**config.mk**
```make
export PLATFORM = sky130hd
export DESIGN_NAME = blk_xlate_match
export DESIGN_NICKNAME = d
export VERILOG_FILES = /design/src/rtl/blk_xlate_pkg.sv /design/src/rtl/blk_entry_cmp.sv /design/src/rtl/blk_prio_sel.sv /design/src/rtl/blk_xlate_match.sv
export SDC_FILE = /design/constraint.sdc
export NUM_CORES = 1
export LEC_CHECK = 0
export ABC_AREA = 1
export BUFFER_PORTS_ARGS = -buffer_cell sky130_fd_sc_hd__clkbuf_2
export CAP_MARGIN = 20
export CORE_AREA = 4 4 226 228
export CTS_BUF_LIST = sky130_fd_sc_hd__clkbuf_4 sky130_fd_sc_hd__clkbuf_8
export CTS_CLUSTER_DIAMETER = 50
export CTS_CLUSTER_SIZE = 24
export DETAILED_ROUTE_END_ITERATION = 10
export DIE_AREA = 0 0 230 232
export GPL_ROUTABILITY_DRIVEN = 1
export HOLD_SLACK_MARGIN = 0.1
export PLACE_DENSITY = 0.52
export SYNTH_ARGS = -nofsm -noshare
export SYNTH_HDL_FRONTEND = slang
export SYNTH_SLANG_ARGS = --single-unit
```
**constraint.sdc**
```tcl
create_clock -name clk -period 4.7 [get_ports clk]
set_input_delay 0.47 -clock clk [delete_from_list [all_inputs] [get_ports clk]]
set_output_delay 0.47 -clock clk [all_outputs]
set_load 0.02 [all_outputs]
```
**src/rtl/blk_xlate_pkg.sv**
```systemverilog
package blk_xlate_pkg;

  typedef struct packed {
    logic r;
    logic w;
    logic x;
  } blk_perm_t;

  // Two-bit protection code to access rights.
  function automatic blk_perm_t decode_prot(input logic [1:0] code);
    blk_perm_t p;
    unique case (code)
      2'd0:    p = '{r: 1'b0, w: 1'b0, x: 1'b0};
      2'd2:    p = '{r: 1'b1, w: 1'b1, x: 1'b1};
      default: p = '{r: 1'b1, w: 1'b0, x: 1'b1};
    endcase
    return p;
  endfunction

endpackage

```
**src/rtl/blk_entry_cmp.sv**
```systemverilog
module blk_entry_cmp
  import blk_xlate_pkg::*;
#(
  parameter int ADDR_W    = 32,
  parameter int BASE_LSB  = 17,
  parameter int LEN_LSB   = 2,
  parameter int LEN_W     = 11,
  parameter int PAGE_BITS = 12
) (
  input  logic [ADDR_W-1:0] upper,
  input  logic [ADDR_W-1:0] lower,
  input  logic [ADDR_W-1:0] ea,
  input  logic              is_user,
  output logic              match,
  output logic [ADDR_W-1:0] page,
  output blk_perm_t         perm
);

  localparam logic [ADDR_W-1:0] BASE_MASK = {{(ADDR_W-BASE_LSB){1'b1}}, {BASE_LSB{1'b0}}};
  localparam logic [ADDR_W-1:0] PAGE_MASK = {{(ADDR_W-PAGE_BITS){1'b1}}, {PAGE_BITS{1'b0}}};

  logic              usable;
  logic [ADDR_W-1:0] len_spread;
  logic [ADDR_W-1:0] cmp_mask;

  always_comb begin
    usable     = is_user ? upper[0] : upper[1];
    len_spread = ADDR_W'(upper[LEN_LSB +: LEN_W]) << BASE_LSB;
    cmp_mask   = BASE_MASK & ~len_spread;
    match      = usable && ((ea & cmp_mask) == (upper & BASE_MASK));
    page       = ((lower & cmp_mask) | (ea & ~cmp_mask)) & PAGE_MASK;
    perm       = decode_prot(lower[1:0]);
  end

endmodule

```
**src/rtl/blk_prio_sel.sv**
```systemverilog
module blk_prio_sel #(
  parameter int N = 4,
  parameter int W = 35
) (
  input  logic [N-1:0]        req,
  input  logic [N-1:0][W-1:0] data,
  output logic                any,
  output logic [W-1:0]        sel
);

  logic [N-1:0] grant;

  always_comb begin
    logic taken;
    taken = 1'b0;
    sel   = '0;
    for (int i = 0; i < N; i++) begin
      grant[i] = req[i] && !taken;
      taken    = taken | req[i];
      if (grant[i]) sel = data[i];
    end
    any = taken;
  end

  // at most one winner, and only among requesters
  always_comb begin
    assert_grant_onehot_R5: assert ($onehot0(grant));
    assert_grant_subset_R5: assert ((grant & ~req) == '0);
  end

endmodule

```
**src/rtl/blk_xlate_match.sv**
```systemverilog
module blk_xlate_match
  import blk_xlate_pkg::*;
#(
  parameter int ADDR_W    = 32,
  parameter int N_ENT     = 4,
  parameter int BASE_LSB  = 17,
  parameter int LEN_LSB   = 2,
  parameter int LEN_W     = 11,
  parameter int PAGE_BITS = 12,
  localparam int IDX_W    = (N_ENT > 1) ? $clog2(N_ENT) : 1
) (
  input  logic              clk,
  input  logic              rst,
  input  logic              wr_en,
  input  logic              wr_fetch_side,
  input  logic              wr_lower,
  input  logic [IDX_W-1:0]  wr_idx,
  input  logic [ADDR_W-1:0] wr_data,
  input  logic [ADDR_W-1:0] lk_ea,
  input  logic              lk_fetch,
  input  logic              lk_user,
  output logic              hit,
  output logic [ADDR_W-1:0] real_page,
  output logic              can_read,
  output logic              can_write,
  output logic              can_exec
);

  localparam int SEL_W = ADDR_W + 3;

  logic [ADDR_W-1:0] up_q [2][N_ENT];
  logic [ADDR_W-1:0] lo_q [2][N_ENT];

  always_ff @(posedge clk) begin
    if (rst) begin
      for (int s = 0; s < 2; s++)
        for (int i = 0; i < N_ENT; i++) begin
          up_q[s][i] <= '0;
          lo_q[s][i] <= '0;
        end
    end else if (wr_en && (int'(wr_idx) < N_ENT)) begin
      if (wr_lower) lo_q[wr_fetch_side][wr_idx] <= wr_data;
      else          up_q[wr_fetch_side][wr_idx] <= wr_data;
    end
  end

  logic [N_ENT-1:0]            ent_hit;
  logic [N_ENT-1:0][SEL_W-1:0] ent_res;

  for (genvar g = 0; g < N_ENT; g++) begin : g_ent
    logic [ADDR_W-1:0] up_s, lo_s, pg;
    blk_perm_t         pm;

    assign up_s = lk_fetch ? up_q[1][g] : up_q[0][g];
    assign lo_s = lk_fetch ? lo_q[1][g] : lo_q[0][g];

    blk_entry_cmp #(
      .ADDR_W(ADDR_W), .BASE_LSB(BASE_LSB), .LEN_LSB(LEN_LSB),
      .LEN_W(LEN_W), .PAGE_BITS(PAGE_BITS)
    ) i_cmp (
      .upper(up_s), .lower(lo_s), .ea(lk_ea), .is_user(lk_user),
      .match(ent_hit[g]), .page(pg), .perm(pm)
    );

    assign ent_res[g] = {pg, pm};
  end

  logic             any_hit;
  logic [SEL_W-1:0] win;

  blk_prio_sel #(.N(N_ENT), .W(SEL_W)) i_sel (
    .req(ent_hit), .data(ent_res), .any(any_hit), .sel(win)
  );

  always_ff @(posedge clk) begin
    if (rst) begin
      hit       <= 1'b0;
      real_page <= '0;
      can_read  <= 1'b0;
      can_write <= 1'b0;
      can_exec  <= 1'b0;
    end else begin
      hit       <= any_hit;
      real_page <= win[SEL_W-1:3];
      can_read  <= win[2];
      can_write <= win[1];
      can_exec  <= win[0];
    end
  end

  assert_reset_quiet_R1: assert property (@(posedge clk)
    rst |=> (!hit && real_page == '0 && !can_read && !can_write && !can_exec));

  assert_miss_zero_R8: assert property (@(posedge clk) disable iff (rst)
    !hit |-> (real_page == '0 && !can_read && !can_write && !can_exec));

  assert_page_align_R4: assert property (@(posedge clk) disable iff (rst)
    real_page[PAGE_BITS-1:0] == '0);

  assert_write_rights_R6: assert property (@(posedge clk) disable iff (rst)
    can_write |-> (can_read && can_exec));

  assert_read_exec_pair_R6: assert property (@(posedge clk) disable iff (rst)
    can_read == can_exec);

endmodule

```
# --- Yosys cells after proc, flatten, opt, wreduce, memory -nomap -nowiden ---
# Memory sizes are Yosys's and may differ from the RTL's.
# Index checks and enable logic that the tools add are counted.
op_classes:
  n_lt_le_gt_ge: 2
  n_eq_ne: 8
  mux: 38
  bitwise_logic: 28
  n_reduce_logical: 18
op_table:
  columns: ["operator", "n"]
  rows:
  - ["two-way mux 128 bit", 6]
  - ["AND 32 bit", 12]
  - ["two-way mux 32 bit", 9]
  - ["OR reduction 128 bit", 2]
  - ["two-way mux 35 bit", 4]
  - ["== test 32 bit", 4]
  - ["NOT 28 -> 32 bit", 4]
  - ["NOT 32 bit", 4]
  - ["bitwise OR 32 bit", 4]
  - ["demux 32 bit (select 2 bit)", 1]
  - ["one-hot mux 3 bit (2 select lines)", 4]
  - ["two-way mux 1 bit", 14]
  - ["== test 2 bit (second input constant)", 4]
  - ["logical AND 1 bit", 8]
  - ["logical NOT 2 bit", 4]
  - ["OR reduction 4 bit", 1]
  - [">= comparator 3 bit (second input constant)", 1]
  - ["logical NOT 1 bit", 3]
  - ["< comparator 3 x 1 -> 1 bit (second input constant)", 1]
  - ["NOT 2 -> 3 bit", 1]
  - ["bitwise OR 1 bit", 3]
word_totals:
  regBits: 36
  ram_bits: 512
  out_inout_bits: 36
  wordCells: 102
  mem_count: 2
mem_list:
  columns: ["memory", "words", "word_bits", "rd", "rd_clocked_by_memory_dff", "wr", "line", "source"]
  rows:
  - ["lo_q", 2, 128, 2, 0, 2, "blk_xlate_match.sv:32", "logic [ADDR_W-1:0] lo_q [2][N_ENT];"]
  - ["up_q", 2, 128, 2, 0, 2, "blk_xlate_match.sv:31", "logic [ADDR_W-1:0] up_q [2][N_ENT];"]

# --- Depth between registers and ports, before layout ---
# Gate-level depths: netlist (run 1).
# An unclocked memory read counts as a cell.
depth:
  word_depth: 11
  ltp_mapped: 19

# --- Hierarchy ---
# A second synthesis (run 1) with hierarchy kept.
unflattened:
  cells_unflattened: 2313
  area_unflattened_um2: 25734.7
modules_own_cells:
  columns: ["module", "instances", "cells_each", "area_per_inst_um2", "seq_area_each_um2"]
  rows:
  - ["blk_xlate_match", 1, 1443, 21559.4, 16095.4]
  - ["blk_entry_cmp", 4, 148, 681.9, 0.0]
  - ["blk_prio_sel", 1, 278, 1447.6, 0.0]

# --- Worst setup path before layout (run 1) ---
# OpenSTA, ideal clock, no wires.
synth_timing:
  kind: "in2reg"
  from: "input wr_lower"
  to: "memory up_q[1][100] in the netlist's numbering, enable pin"
  setup_ns: 0.452
  arrival_time_ns: 3.195
  required_ns: 4.248
  path_slack_ns: 1.053
  path_stages: 4
  n_path_buf: 1
  path_cell_list: "nor3_1 > inv_1 > clkbuf_1 > o21ai_0"
synth_lines:
  columns: ["element", "line", "source"]
  rows:
  - ["start, declared", "blk_xlate_match.sv:16", "input logic wr_lower,"]
  - ["end, declared", "blk_xlate_match.sv:31", null]

# --- Worst setup path in the final report (run 1) ---
layout_timing:
  from: "input lk_fetch"
  to: "register real_page[15]"
layout_between:
  elab_chain_cells: 10
  elab_cells_between_ends: 48
  classes_between: "4 x eq/ne; 16 x mux; 18 x bitwise; 10 x reduce/logical"
layout_lines:
  columns: ["element", "line", "source"]
  rows:
  - ["start, declared", "blk_xlate_match.sv:20", "input logic lk_fetch,"]
  - ["two-way mux 32 bit", "blk_xlate_match.sv:54", "assign up_s = lk_fetch ? up_q[1][g] : up_q[0][g];"]
  - ["NOT 28 -> 32 bit", "blk_entry_cmp.sv:29", "cmp_mask = BASE_MASK & ~len_spread;"]
  - ["AND 32 bit", "blk_entry_cmp.sv:30", "match = usable && ((ea & cmp_mask) == (upper & BASE_MASK));"]
  - ["== test 32 bit", "blk_entry_cmp.sv:30", null]
  - ["logical AND 1 bit", "blk_entry_cmp.sv:30", null]
  - ["logical NOT 1 bit or bitwise OR 1 bit (tied branches)", "blk_prio_sel.sv:18, blk_prio_sel.sv:19", null]
  - ["logical AND 1 bit, or another cell as far along", "blk_prio_sel.sv:18", "grant[i] = req[i] && !taken;"]
  - ["two-way mux 35 bit, or another cell as far along", "blk_prio_sel.sv:20", "if (grant[i]) sel = data[i];"]
  - ["two-way mux 35 bit or logical AND 1 bit (tied branches)", "blk_prio_sel.sv:20, blk_prio_sel.sv:18", null]
  - ["two-way mux 35 bit *", "blk_prio_sel.sv:20", null]
  - ["end signal, assigned", "blk_xlate_match.sv:84", "real_page <= win[SEL_W-1:3];"]
  - ["end, declared", "blk_xlate_match.sv:23", "output logic [ADDR_W-1:0] real_page,"]
# Mark *: on every way between the ends. The rest lies on a longest branch, timed or not.
# A chain may end at the register's enable or synchronous reset.

==> results.yml, run 1 <==
outcome:
  outcome: "complete, no violations"
logic_synthesis:
  synth_area_leader_cell: "edfxtp_1"
  netlist_area_um2: 18400
  yosysTopAreaCellShare_pct: 58.7
  avgSynthCellArea_um2: 9.15
  synth-seq-cells: 383
  synthDistinctLibCells: 42
  seq_area_frac_synth_pct: 61.2
  syn_inst: 2012
  yosys_warnings: 0
  synthTopCellsByArea: "edfxtp_1, nand2_1, nor2_1, inv_1, nand3_1"
timing:
  fin_crit_sh_pct: 70.3
  tns_ps: 0
  max_freq_ghz: 0.303
  setup_violations: 0
  rsz0062_at_grt: "false"
  fin_crit_ps: 3300
  hold_viol_final: 0
  slew_viol_final: 0
  worstMarginPinSlew_ps: 950
  fin_ws_ps: 1400
  slew_headroom_pct: 36.5
  fin_skew_ps: 31.1
placement:
  io_buffers: 80
  placedInstanceArea_um2: 19400
  gp_congestion: 0.845
  detailed_place_hpwl_um: 37500
  place_ws_ps: 745
power_and_ir_drop:
  irDropWorstVdd_v: 0.000234
  p_leak_nw: 8.55
  p_total_mw: 7.23
  power_density_nw_per_um2: 356
global_routing:
  grt_pass1_vias: 13200
  antenna_found_initial: 3
  grt_pass1_wl_um: 86200
  grt_max_degree: 86
  grt.total_usage_pct: 21.8
  grt_overflow_total: 0
critical_path:
  r2r_end: "real_page[15]$_SDFF_PP0_"
  startpoint: "lk_fetch"
  reg2reg_depth: 12
  arrival_ps: 3760
  cp_common_cell: "nand2_1"
  criticalPathCategory: "primary input to register"
  crit_required_ps: 5160
  endpoint_kind: "register"
  regToRegSetupSlack_ps: 1530
  max_stage_delay_ps: 470
  cpMaxStageDelayCell: "nor2_4"
  crit_fanout: 66
  r2r-start: "up_q[0][105]$_SDFFCE_PN0P_"
  crit_chain: "buf_6, inv_4, buf_12, nand2_1, nand2_1, nand2_1, nand2_1, nand2_1, nor2_1, nand2_1, nor2_1, nand2_4, inv_2, nor2_4, nand2_1, o21ai_1, nor2_1"
  cp-start-kind: "primary input"
  crit_end: "real_page[15]$_SDFF_PP0_"
routing:
  drt_iter0_markers: 1347
  dr.pass1.iters: 5
  drc: 0
  antenna_left: 0
  via_per_inst: 5.05
  num_vias: 13900
  finalWirelength_um: 59100
  wl_per_cell_um: 21.5
floorplan:
  die_w_um: 230
  io_pins: 109
  start_util_pct: 37.7
  die_area_um2: 53400
  die_h_um: 232
  fp-row-count: 81
  core-area_um2: 48800
clocking:
  cts_buffers: 38
  clock_path_buffers: 3
  h-tree-depth: 2
  clk_pin_slew_worst_paths_ps: 110
  cts_setup_buffers: 0
  cts_tree: "done"
  clk_latency_ps: 600
  cts_sinks: 383
  cts_root_buffer: "clkbuf_8"
flow_run:
  drv_cap: 0
hold_path:
  hp-class: "primary input to register"
  worstHoldPathCells: 3
final_layout:
  final_common_cell: "nand2_1"
  fin_nets: 2130
  mostFrequentLayoutCells: "nand2_1, edfxtp_1, nor2_1"
  final_layout_size_suffix_gt1_share_pct: 11.0
  final_cell_area_um2: 20300
  synthToLayoutAreaGrowth_pct: 10.4
==> routing by layer <==
layer / vias to the layer above / global-route usage (%) / wire, µm
met5: - / 0 / 26
met2: 484 / 35.8 / 27400
met3: 83 / 3.47 / 4380
met4: 4 / 6.79 / 1910
li1: 6646 / - / -
met1: 6685 / 29.9 / 25400
==> kinds of logic after synthesis <==
logic type / count (synthesis) / share of synthesized area (%)
xor gates and xnor gates: 3 / 0.143
AOI/OAI and AO/OA: 133 / 3.96
other: 1 / 0.0204
and+or+nand+nor: 1160 / 26.0
DFF: 383 / 61.2
muxes: 14 / 0.809
buffers and inverters: 318 / 7.80
==> flip-flops by register name (all words and copies together) (netlist names) <==
register   cells
can_read       1
can_write      1
hit            1
lo_q         136
real_page     20
up_q         224
==> worst max-delay path: cells and delay by family <==
kind,cells,cell delay [ps]
buf+inv,4,1330
simple gates,12,1520
compound gates,1,360
==> cell type report <==
type / count / area, µm²
antenna: 1 / 2.50
clock buffer: 47 / 616
clock inverter: 23 / 248
fill: 4922 / 28500
inverter: 189 / 712
multi-input combinational: 1322 / 5830
sequential: 383 / 11300
tap: 664 / 831
timing repair buffer: 123 / 812
==> synthesized netlist by cell type <==
cell type    n
clkbuf_1    62
nand2_2      3
nand4_4      1
or2_2        5
o21bai_2     1
nand2_4      1
nor2_2       1
xor2_1       3
nand3_2      1
o21ai_1     28
a21oi_2      1
conb_1       1
inv_2        1
mux2i_1      7
buf_4       26
o22ai_1      1
o21ai_0     47
nand4_1     32
buf_1       10
nand3b_1     1
and2_1      11
edfxtp_1   360
a31oi_1     22
inv_4        1
mux2_2       7
a21oi_1     25
buf_2       15
o21ai_2      4
o31ai_1      2
or2_1        2
nor2_1     348
o211ai_1     2
dfxtp_1     23
nand2_1    567
nor2_4       4
nand3_1    135
buf_6       15
nor3_1      47
inv_1      186
clkinv_1     1
nand3_4      1
buf_8        1
==> how the worst min path moves through the flow <==
stage | startpoint | to
floorplan | lk_ea[12] | real_page[12]$_SDFF_PP0_
global placement | lo_q[0][30]$_SDFFCE_PN0P_ | real_page[30]$_SDFF_PP0_
detailed placement | lo_q[1][28]$_DFFE_PP_ | real_page[28]$_SDFF_PP0_
CTS | wr_data[10] | up_q[0][106]$_SDFFCE_PN0P_
global route | wr_data[10] | up_q[0][106]$_SDFFCE_PN0P_
finish | wr_data[10] | up_q[0][106]$_SDFFCE_PN0P_
==> timing repair <==
action,CTS,global route
hold buffers,5,0
gates resized for setup,0,0
setup endpoints to repair,0,0
hold endpoints to repair,5,0
==> stage by stage <==
step	hold WS, ps	std cells	util [%]
2_1_floorplan	582	2023	-
3_3_place_gp	653	2675	39.7
3_5_place_dp	651	2675	39.7
4_1_cts	225	2750	41.5
5_1_grt	236	2751	41.6
6_report	265	2752	41.6
==> power breakdown <==
part	internal [mW]	switching (mW)
Combinational	0.216	0.635
Sequential	3.96	0.0602
Clock	1.04	1.32
Total	5.21	2.01
Note: power is estimated with default switching activity, not from simulation.
==> run 2: changes to the inputs <==
==> constraint.sdc (replaced) <==
create_clock -name clk -period 3.4 [get_ports clk]
set_input_delay 0.34 -clock clk [delete_from_list [all_inputs] [get_ports clk]]
set_output_delay 0.34 -clock clk [all_outputs]
set_load 0.02 [all_outputs]
==> results.yml, run 2 (same netlist as run 1, synthesis figures left out) <==
outcome:
  outcome: "complete, no violations"
floorplan:
  fp-row-count: 81
  die_area_um2: 53400
  die_w_um: 230
  start_util_pct: 37.7
  core-area_um2: 48800
  die_h_um: 232
  io_pins: 109
power_and_ir_drop:
  p_leak_nw: 8.65
  pwr-share-clk_pct: 33.2
  p_total_mw: 10.1
  swShare_pct: 29.2
  seqPwrFrac_pct: 55.0
  power_density_nw_per_um2: 493
  net-switching-power_mw: 2.95
  cellInternalPower_mw: 7.15
  pwr-share-comb_pct: 11.8
  irDropWorstVdd_v: 0.000307
critical_path:
  criticalPathCategory: "register to register"
  cpMaxStageDelayCell: "o21ai_0"
  crit_required_ps: 3920
  regToRegSetupSlack_ps: 530
  r2r_end: "real_page[16]$_SDFF_PP0_"
  max_stage_delay_ps: 560
  cp-start-kind: "register"
  crit_fanout: 18
  reg2reg_depth: 13
  crit_chain: "o21ai_0, nand3_1, nand2_1, nor2_1, nand2_1, nor2_1, nand2_4, inv_2, nor2_4, nand2_1, o21ai_1, buf_4, nor2_1"
  endpoint_kind: "register"
  arrival_ps: 3390
  r2r-start: "up_q[0][105]$_SDFFCE_PN0P_"
routing:
  antenna_left: 0
  wl_per_cell_um: 21.3
  drc: 0
  dr.pass1.iters: 5
  finalWirelength_um: 59000
  via_per_inst: 5.05
  drt_iter0_markers: 1142
  num_vias: 14000
final_layout:
  final_common_cell: "nand2_1"
  final_cells: 2774
  reg_top3: "up_q x224, lo_q x136, real_page x20"
  largest_reg_flops: 224
  largest-register: "up_q"
  n_fill_cell: 4841
  fin_nets: 2152
  final_layout_size_suffix_gt1_share_pct: 11.9
  synthToLayoutAreaGrowth_pct: 11.3
  final_cell_area_um2: 20500
  mostFrequentLayoutCells: "nand2_1, edfxtp_1, nor2_1"
clocking:
  clock_path_buffers: 3
  h-tree-depth: 2
  clk_latency_ps: 630
  cts_buffers: 38
  cts_root_buffer: "clkbuf_8"
  cts_sinks: 383
  cts_resized: 0
  cts_tree: "done"
  clk_pin_slew_worst_paths_ps: 110
timing:
  fin_skew_ps: 48.7
  tns_ps: 0
  slew_viol_final: 0
  slew_headroom_pct: 38.5
  fin_ws_ps: 533
  max_freq_ghz: 0.349
  fin_crit_sh_pct: 84.3
  rsz0062_at_grt: "false"
  hold_viol_final: 0
  worstMarginPinSlew_ps: 922
  setup_violations: 0
  fin_crit_ps: 2870
flow_run:
  drv_cap: 0
global_routing:
  grt.total_usage_pct: 21.7
  grt_overflow_total: 0
  grt_pass1_wl_um: 86000
  grt_pass1_vias: 13400
  grt_max_degree: 88
  antenna_found_initial: 2
placement:
  detailed_place_hpwl_um: 38100
  gp_congestion: 0.843
  place_ws_ps: 197
  io_buffers: 80
  dp_cells: 2698
  placedInstanceArea_um2: 19500
hold_path:
  hp-start: "wr_data[7]"
  hp-class: "primary input to register"
  worstHoldPathCells: 3
  worstHoldEndpoint: "up_q[0][39]$_SDFFCE_PN0P_"
[run 2: cell count changes in the layout (fill, tap and decap cells not counted), moves of 3 or more]
| cell | before | now |
|---|---|---|
| a21oi_2 | 1 | 4 |
| a21oi_4 | 6 | 3 |
| buf_4 | 33 | 55 |
| clkbuf_4 | 5 | 1 |
| clkinv_8 | 2 | 6 |
| inv_8 | 2 | 5 |
[run 2: how the worst max path moves through the flow]
| stage | slack [ps] | end | cells past startpoint | start |
|---|---|---|---|---|
| final | 530 | real_page[16]$_SDFF_PP0_ | 13 | up_q[0][105]$_SDFFCE_PN0P_ |
| after global routing | 360 | real_page[16]$_SDFF_PP0_ | 13 | up_q[0][105]$_SDFFCE_PN0P_ |
| after CTS | 590 | real_page[14]$_SDFF_PP0_ | 13 | up_q[0][105]$_SDFFCE_PN0P_ |
| after detailed placement | 200 | real_page[14]$_SDFF_PP0_ | 14 | lk_fetch |
| after global placement | 220 | real_page[23]$_SDFF_PP0_ | 16 | lk_fetch |
| after floorplan | 640 | up_q[1][100]$_SDFFCE_PN0P_ | 4 | wr_lower |
[run 2: metal layers]
layer | vias to the layer above | global-route usage (%) | wire length [µm]
li1 | 6704 | - | -
met1 | 6683 | 29.5 | 25200
met2 | 499 | 35.1 | 27100
met3 | 107 | 3.31 | 4130
met4 | 2 | 8.81 | 2540
met5 | - | 0 | 13
[run 2: stage by stage]
| stage | hold slack (ps) | util (%) |
|---|---|---|
| 4_1_cts | 115 | 41.9 |
| 6_report | 152 | 41.9 |
| 5_1_grt | 144 | 41.9 |
| 2_1_floorplan | 452 | - |
| 3_3_place_gp | 540 | 40.0 |
| 3_5_place_dp | 545 | 40.0 |
[run 2: final cells by class]
type,instances,area [µm²],share of cell area (%)
clock buffer,42,572,2.79
tap,664,831,4.06
antenna,1,2.50,0.0122
timing repair buffer,145,970,4.73
multi-input combinational,1322,5810,28.4
inverter,189,712,3.48
clock inverter,28,320,1.56
sequential,383,11300,55.0
[run 2: timing repair]
item	in CTS	in global routing
hold endpoints to repair	5	0
endpoints found under the setup margin	0	0
hold buffers	5	0
buffers inserted	0	0
[run 2: power groups by stage]
stage                     sequential [mW]  combinational, mW  clock (mW)
after floorplan                      5.64              0.737           0
after global placement               5.65               1.18           0
after detailed placement             5.66               1.19           0
after CTS                            5.55               1.20        3.40
after global routing                 5.58               1.32        3.57
final                                5.55               1.19        3.35
[run 2: critical path: cells and delay by family (launching register included)]
family | cells | cell delay (ps)
AND/OR/NAND/NOR | 9 | 1260
buffers and inverters | 2 | 380
flip-flops | 1 | 390
AO/OA/AOI/OAI | 2 | 770
